===== src/rtl/pio_pkg.sv =====
package pio_pkg;
    localparam int BUS_W = 16;
    localparam int REG_W = 8;

    localparam logic [7:0] IA_INT    = 8'h00;
    localparam logic [7:0] IA_CONF   = 8'h01;
    localparam logic [7:0] IA_DIR_A  = 8'h23;
    localparam logic [7:0] IA_DIR_B  = 8'h2B;
    localparam logic [7:0] IA_DIR_C  = 8'h06;
    localparam logic [7:0] IA_OD_A   = 8'h24;
    localparam logic [7:0] IA_OD_B   = 8'h2C;
    localparam logic [7:0] IA_OD_C   = 8'h07;

    localparam int EN_BIT_A = 2;
    localparam int EN_BIT_B = 7;
    localparam int EN_BIT_C = 4;

    localparam logic [1:0] WIN_C   = 2'd0;
    localparam logic [1:0] WIN_B   = 2'd1;
    localparam logic [1:0] WIN_A   = 2'd2;
    localparam logic [1:0] WIN_CTL = 2'd3;

    typedef enum logic {PH_PTR = 1'b0, PH_DATA = 1'b1} phase_e;

    typedef struct packed {
        phase_e                    phase;
        logic [REG_W-1:0]          ptr;
        logic                      soft_rst;
        logic [2:0][REG_W-1:0]     dir;
        logic [2:0][REG_W-1:0]     od;
        logic [REG_W-1:0]          conf;
    } cfg_state_t;
endpackage


===== src/rtl/pio_sync.sv =====
module pio_sync #(
    parameter int W = 20
) (
    input  logic         clk,
    input  logic         rst_n,
    input  logic [W-1:0] async_i,
    output logic [W-1:0] sync_o
);
    logic [W-1:0] s1_d, s1_q, s2_d, s2_q;

    always_comb begin
        s1_d = async_i;
        s2_d = s1_q;
    end

    always_ff @(posedge clk or negedge rst_n) begin
        if (!rst_n) begin
            s1_q <= '0;
            s2_q <= '0;
        end else begin
            s1_q <= s1_d;
            s2_q <= s2_d;
        end
    end

    assign sync_o = s2_q;
endmodule


===== src/rtl/pio_cfg_seq.sv =====
module pio_cfg_seq
    import pio_pkg::*;
#(
    parameter int A_W = 8,
    parameter int B_W = 8,
    parameter int C_W = 4
) (
    input  logic                   clk,
    input  logic                   rst_n,
    input  logic                   ctl_wr,
    input  logic                   ctl_rd,
    input  logic [REG_W-1:0]       ctl_wdata,
    output logic [2:0][REG_W-1:0]  dir_o,
    output logic [2:0][REG_W-1:0]  od_o,
    output logic [REG_W-1:0]       conf_o,
    output logic                   soft_rst_o,
    output phase_e                 phase_o,
    output logic [REG_W-1:0]       rd_val_o
);
    localparam logic [REG_W-1:0] MASK_A = REG_W'((1 << A_W) - 1);
    localparam logic [REG_W-1:0] MASK_B = REG_W'((1 << B_W) - 1);
    localparam logic [REG_W-1:0] MASK_C = REG_W'((1 << C_W) - 1);
    localparam logic [2:0][REG_W-1:0] MASKS = {MASK_C, MASK_B, MASK_A};
    localparam cfg_state_t CFG_RST = '{
        phase:    PH_PTR,
        ptr:      '0,
        soft_rst: 1'b0,
        dir:      MASKS,
        od:       '0,
        conf:     '0
    };

    cfg_state_t s_d, s_q;

    always_comb begin
        s_d = s_q;
        if (s_q.soft_rst) begin
            if (ctl_wr && !ctl_wdata[0]) begin
                s_d.soft_rst = 1'b0;
            end else if (ctl_rd) begin
                s_d.phase = PH_PTR;
            end
        end else if (ctl_wr) begin
            if (s_q.phase == PH_PTR) begin
                s_d.ptr   = ctl_wdata;
                s_d.phase = PH_DATA;
            end else begin
                s_d.phase = PH_PTR;
                case (s_q.ptr)
                    IA_INT: begin
                        if (ctl_wdata[0]) begin
                            s_d          = CFG_RST;
                            s_d.soft_rst = 1'b1;
                        end
                    end
                    IA_CONF:  s_d.conf   = ctl_wdata;
                    IA_DIR_A: s_d.dir[0] = ctl_wdata & MASKS[0];
                    IA_DIR_B: s_d.dir[1] = ctl_wdata & MASKS[1];
                    IA_DIR_C: s_d.dir[2] = ctl_wdata & MASKS[2];
                    IA_OD_A:  s_d.od[0]  = ctl_wdata & MASKS[0];
                    IA_OD_B:  s_d.od[1]  = ctl_wdata & MASKS[1];
                    IA_OD_C:  s_d.od[2]  = ctl_wdata & MASKS[2];
                    default:  ;
                endcase
            end
        end else if (ctl_rd) begin
            s_d.phase = PH_PTR;
        end
    end

    always_ff @(posedge clk or negedge rst_n) begin
        if (!rst_n) s_q <= CFG_RST;
        else        s_q <= s_d;
    end

    always_comb begin
        case (s_q.ptr)
            IA_INT:   rd_val_o = {{(REG_W-1){1'b0}}, s_q.soft_rst};
            IA_CONF:  rd_val_o = s_q.conf;
            IA_DIR_A: rd_val_o = s_q.dir[0];
            IA_DIR_B: rd_val_o = s_q.dir[1];
            IA_DIR_C: rd_val_o = s_q.dir[2];
            IA_OD_A:  rd_val_o = s_q.od[0];
            IA_OD_B:  rd_val_o = s_q.od[1];
            IA_OD_C:  rd_val_o = s_q.od[2];
            default:  rd_val_o = '0;
        endcase
    end

    assign dir_o      = s_q.dir;
    assign od_o       = s_q.od;
    assign conf_o     = s_q.conf;
    assign soft_rst_o = s_q.soft_rst;
    assign phase_o    = s_q.phase;
endmodule


===== src/rtl/pio_port.sv =====
module pio_port #(
    parameter int W     = 8,
    parameter int RD_W  = 8
) (
    input  logic            clk,
    input  logic            rst_n,
    input  logic            clr,
    input  logic            wr,
    input  logic [W-1:0]    wdata,
    input  logic [W-1:0]    dir,
    input  logic [W-1:0]    od,
    input  logic            en,
    input  logic [W-1:0]    pin_s,
    output logic [W-1:0]    oe,
    output logic [W-1:0]    out,
    output logic [RD_W-1:0] rd_val
);
    logic [W-1:0] latch_d, latch_q;
    logic [W-1:0] drv;

    always_comb begin
        latch_d = latch_q;
        if (clr)     latch_d = '0;
        else if (wr) latch_d = wdata;
    end

    always_ff @(posedge clk or negedge rst_n) begin
        if (!rst_n) latch_q <= '0;
        else        latch_q <= latch_d;
    end

    always_comb begin
        drv = en ? ~dir : '0;
        oe  = drv & ~(od & latch_q);
        out = drv & ~od & latch_q;
        rd_val = '0;
        rd_val[W-1:0] = (dir & pin_s) | (~dir & latch_q);
    end
endmodule


===== src/rtl/pio_ctrl.sv =====
module pio_ctrl
    import pio_pkg::*;
#(
    parameter int A_W = 8,
    parameter int B_W = 8,
    parameter int C_W = 4,
    localparam int NPIN = A_W + B_W + C_W
) (
    input  logic             clk,
    input  logic             rst_n,
    input  logic             bus_wr,
    input  logic             bus_rd,
    input  logic [1:0]       bus_word,
    input  logic [BUS_W-1:0] bus_wdata,
    output logic [BUS_W-1:0] bus_rdata,
    input  logic [NPIN-1:0]  pin_in,
    output logic [NPIN-1:0]  pin_oe,
    output logic [NPIN-1:0]  pin_out
);
    logic                  ctl_wr, ctl_rd, soft_rst;
    phase_e                phase;
    logic [2:0][REG_W-1:0] dir_cfg, od_cfg, port_rv;
    logic [REG_W-1:0]      conf, cfg_rv;
    logic [NPIN-1:0]       pin_s, dir_all, od_all, en_lines;
    logic [2:0]            port_en;
    logic [BUS_W-1:0]      rdata_d, rdata_q;
    logic                  unused_hi;

    assign unused_hi = ^{bus_wdata[BUS_W-1:REG_W], conf};

    assign ctl_wr = bus_wr && (bus_word == WIN_CTL);
    assign ctl_rd = bus_rd && !bus_wr && (bus_word == WIN_CTL);

    pio_cfg_seq #(.A_W(A_W), .B_W(B_W), .C_W(C_W)) u_cfg (
        .clk       (clk),
        .rst_n     (rst_n),
        .ctl_wr    (ctl_wr),
        .ctl_rd    (ctl_rd),
        .ctl_wdata (bus_wdata[REG_W-1:0]),
        .dir_o     (dir_cfg),
        .od_o      (od_cfg),
        .conf_o    (conf),
        .soft_rst_o(soft_rst),
        .phase_o   (phase),
        .rd_val_o  (cfg_rv)
    );

    pio_sync #(.W(NPIN)) u_sync (
        .clk    (clk),
        .rst_n  (rst_n),
        .async_i(pin_in),
        .sync_o (pin_s)
    );

    for (genvar g = 0; g < 3; g++) begin : g_port
        localparam int         W      = (g == 0) ? A_W : (g == 1) ? B_W : C_W;
        localparam int         LO     = (g == 0) ? 0 : (g == 1) ? A_W : A_W + B_W;
        localparam logic [1:0] WIN    = (g == 0) ? WIN_A : (g == 1) ? WIN_B : WIN_C;
        localparam int         EN_BIT = (g == 0) ? EN_BIT_A : (g == 1) ? EN_BIT_B : EN_BIT_C;

        logic wr;
        assign wr = bus_wr && (bus_word == WIN);
        assign port_en[g]       = conf[EN_BIT];
        assign dir_all[LO +: W] = dir_cfg[g][W-1:0];
        assign od_all[LO +: W]  = od_cfg[g][W-1:0];
        assign en_lines[LO +: W] = {W{port_en[g]}};

        if (W < REG_W) begin : g_pad
            logic unused_pad;
            assign unused_pad = ^{dir_cfg[g][REG_W-1:W], od_cfg[g][REG_W-1:W]};
        end

        pio_port #(.W(W), .RD_W(REG_W)) u_port (
            .clk   (clk),
            .rst_n (rst_n),
            .clr   (soft_rst),
            .wr    (wr),
            .wdata (bus_wdata[W-1:0]),
            .dir   (dir_cfg[g][W-1:0]),
            .od    (od_cfg[g][W-1:0]),
            .en    (port_en[g]),
            .pin_s (pin_s[LO +: W]),
            .oe    (pin_oe[LO +: W]),
            .out   (pin_out[LO +: W]),
            .rd_val(port_rv[g])
        );
    end

    always_comb begin
        rdata_d = rdata_q;
        if (bus_rd && !bus_wr) begin
            case (bus_word)
                WIN_CTL: rdata_d = {{(BUS_W-REG_W){1'b0}}, cfg_rv};
                WIN_A:   rdata_d = {{(BUS_W-REG_W){1'b0}}, port_rv[0]};
                WIN_B:   rdata_d = {{(BUS_W-REG_W){1'b0}}, port_rv[1]};
                default: rdata_d = {{(BUS_W-REG_W){1'b0}}, port_rv[2]};
            endcase
        end
    end

    always_ff @(posedge clk or negedge rst_n) begin
        if (!rst_n) rdata_q <= '0;
        else        rdata_q <= rdata_d;
    end

    assign bus_rdata = rdata_q;
endmodule


===== config.mk =====
export PLATFORM = sky130hd
export DESIGN_NAME = pio_ctrl
export DESIGN_NICKNAME = d
export VERILOG_FILES = /design/src/rtl/pio_pkg.sv /design/src/rtl/pio_sync.sv /design/src/rtl/pio_cfg_seq.sv /design/src/rtl/pio_port.sv /design/src/rtl/pio_ctrl.sv
export SDC_FILE = /design/constraint.sdc
export NUM_CORES = 1
export LEC_CHECK = 0
export ABC_AREA = 1
export BUFFER_PORTS_ARGS = -buffer_cell sky130_fd_sc_hd__buf_4
export CORE_MARGIN = 8
export CORE_UTILIZATION = 56
export DETAILED_ROUTE_END_ITERATION = 10
export PLACE_DENSITY = 0.79
export SYNTH_ARGS = -nofsm -noshare
export SYNTH_HDL_FRONTEND = slang
export SYNTH_SLANG_ARGS = --single-unit

===== constraint.sdc =====
create_clock -name clk -period 1.9 [get_ports clk]
set_input_delay 0.19 -clock clk [delete_from_list [all_inputs] [get_ports clk]]
set_output_delay 0.19 -clock clk [all_outputs]
set_load 0.1 [all_outputs]

==> reports/metrics.csv <==
metric;value;unit
synthesized instance count;707;
clock network power share;31.4;%
Seq pwr share;35.9;%
HP Class;input pin to flip-flop;
Detail Route Antenna Nets;0;
die width;119;um
fin worst setup slack;-19.9;ps
syn_area_per_cell;8.43;um2
Logic pwr share;32.7;%
H-tree depth;4;
Final Hold Fails;0;
pre-CTS setup slack;89.9;ps
Slew HR;62.7;%
post-route minimum period;1920;ps
height of the die;119;um
initial antenna violation count;0;
gr busiest metal;met2;
Peak VDD IR;1.35;mV
io pins;98;
final worst-path cycle share;101;%
CTS root buf;clkbuf_8;
leakage power;0.00408;uW
Longest Clk Path Bufs;2;
first-pass GRT wire length;32.5;mm
R2R Setup Slk;120;ps
Initial DRC Count;578;
Routed wire per std cell;20.7;um
share of cells above drive strength 1;30.6;%
Startpoint Class;flip-flop;
worst setup path startpoint;g_port[2].u_port.latch_q[2];
area leader, netlist;dfrtp_1;
Worst setup EP type;output port;
Die Area;14200;um2
Worst Path Arrival;1730;ps
Post-synth ARST share;100;%
GRT Residual Overflow;0;
share of the synthesized area in the top cell type;44.5;%
clk slew on worst S/H paths;60;ps
antenna diode count;0;
Synth top cells by count;nand2_1 (174), dfrtp_1 (106), inv_1 (88);
dominant cells by area after synthesis;dfrtp_1 (44%), nand2_1 (11%), dfstp_2 (8.8%);
failing checks;negative setup slack;
switching power;4040;uW
clk_skew;5.33;ps
Sink Count;126;
GRT Util Overall;29.6;%
I/O Buffers;81;
critical path cell sequence;inv_1 > or2_4 > nor3_4 > buf_12;
max cap viols;0;
GRT met1 Usage;34.4;%
DP Wirelength;13.8;mm
Cell Rows;37;
worst-case reg-to-reg path depth;9;
drc violations;0;
Post-Syn Area;5960;um2
register area share after synthesis;53.3;%
TritonCTS buffer count;17;
core area;10300;um2
fillcell total;612;
worst stage delay on the critical path;370;ps
Primary FF master, synth;dfrtp_1;
pwr/cell area;1200;nW/um2
total wire length;21.0;mm
largest net degree at the start of global routing;58;
cell with the most instances after synthesis;nand2_1;
CP max stage cell;dfrtp_1;
Final Instance Area;8460;um2
run status;finished with violations;
placed cell area;7320;um2
Cell variety after synth;36;
Via Count;5825;
crit path kind;flip-flop to output port;
CTS tree;done;
final setup vio count;1;
Critical R2R Capture;u_cfg.conf_o[5];
Worst-Margin Slew;558;ps
Req. time, crit path;1710;ps
worst hold slack;44.0;ps
Syn. warnings;0;
Yosys reg bits;126;
met2 Use GR;48.4;%
internal power;6120;uW
Final Max Tran Viols;0;
number of global-route vias before repair;6091;
Tot Pwr;10200;uW
Max Clk Rate;521;MHz
Synth-to-Final Area Change;41.9;%
EDFF count, synth;0;
Initial Util;57.8;%
Critical Path Fanout Max;2;
crit path to;pin_out[18];
Final nets;906;
GR Util met3;7.79;%
Pre-antenna DRT Iters;7;
Final GP Congestion;0.912;
Worst R2R Start;u_cfg.s_q[62];
Vias/cell;5.75;
Skew-Pair Late Insertion Delay;540;ps
sw frac;39.8;%
## power by group through the flow
| stage | registers [uW] | clock network [uW] | logic, uW |
|---|---|---|---|
| after detailed placement | 3660 | 0 | 2880 |
| after CTS | 3630 | 3200 | 3060 |
| after global placement | 3620 | 0 | 2820 |
| after floorplan | 3730 | 0 | 1990 |
| after global routing | 3690 | 3330 | 3490 |
| final | 3650 | 3190 | 3330 |
## layout make-up
cell class	count	area, um2	area share (%)
clock buffer	18	428	5.06
sequential	126	3180	37.6
timing repair buffer	153	1400	16.6
tap	136	170	2.01
clock inverter	14	160	1.89
multi-input combinational	472	2770	32.7
inverter	94	354	4.19
## worst min-delay path by stage
stage | cells past startpoint | start | to | slack [ps]
global placement | 1 | rst_n | u_sync.s1_q[16] | 130
global route | 4 | bus_wr | u_cfg.soft_rst_o | 60
detailed placement | 1 | rst_n | u_sync.s1_q[16] | 140
finish | 4 | bus_wr | u_cfg.soft_rst_o | 40
floorplan | 0 | rst_n | bus_rdata[0] | -110
CTS | 4 | bus_wr | u_cfg.soft_rst_o | 20
## registers in the layout, summed over array words and instances (netlist names)
signal and count:
u_cfg.phase_o 1, u_cfg.soft_rst_o 1, u_cfg.od_o 20, u_sync.s1_q 20, u_cfg.conf_o 8, g_port.u_port.latch_q 20
u_cfg.s_q 8, u_sync.sync_o 20, bus_rdata 8, u_cfg.dir_o 20
## cell families after synthesis
| logic type | Yosys count | share of synthesized area [%] |
|---|---|---|
| muxes | 11 | 2.08 |
| and+or+nand+nor | 322 | 23.1 |
| DFF | 126 | 53.3 |
| AOI/OAI and AO/OA | 131 | 13.2 |
| buffers and inverters | 116 | 8.27 |
| other | 1 | 0.0629 |
## layout by cell type, fill, tap and decap left out, drive strengths merged, types with 11 or more instances in the layout
cell,count
clkbuf,18
buf,124
dlygate4sd3,29
nand2,180
a21oi,33
a211oi,19
inv,94
o21ai,65
nor2,67
nor3,16
dfrtp,106
nand3,48
dfstp,20
mux2,11
## worst max-delay path: cells and delay by family (launching register included)
kind	cells	cell delay, ps
flops	1	370
buf+inv	2	300
simple gates	2	520
## layer usage
layer,part of all wire [%],routed length [um]
met1,36,7580
met2,49,10300
met3,9.7,2040
met4,4.9,1040
met5,0,0
## metrics by stage
stage / setup TNS (ps) / instances / util [%]
6_report: -19.9 / 1013 / 82.0
5_1_grt: -163 / 1013 / 82.0
3_3_place_gp: 0 / 945 / 70.9
4_1_cts: -40.4 / 1007 / 80.4
3_5_place_dp: 0 / 945 / 70.9
2_1_floorplan: -4670 / 714 / -
## what timing repair did
item | 4_1_cts | 5_1_grt
setup endpoints to repair | 18 | 62
setup buffers | 1 | 6
endpoints found under the hold margin | 155 | 0
hold buffers | 29 | 0
resized for setup | 23 | 28
pin swaps | 0 | 1
(Power assumes the default switching activity.)
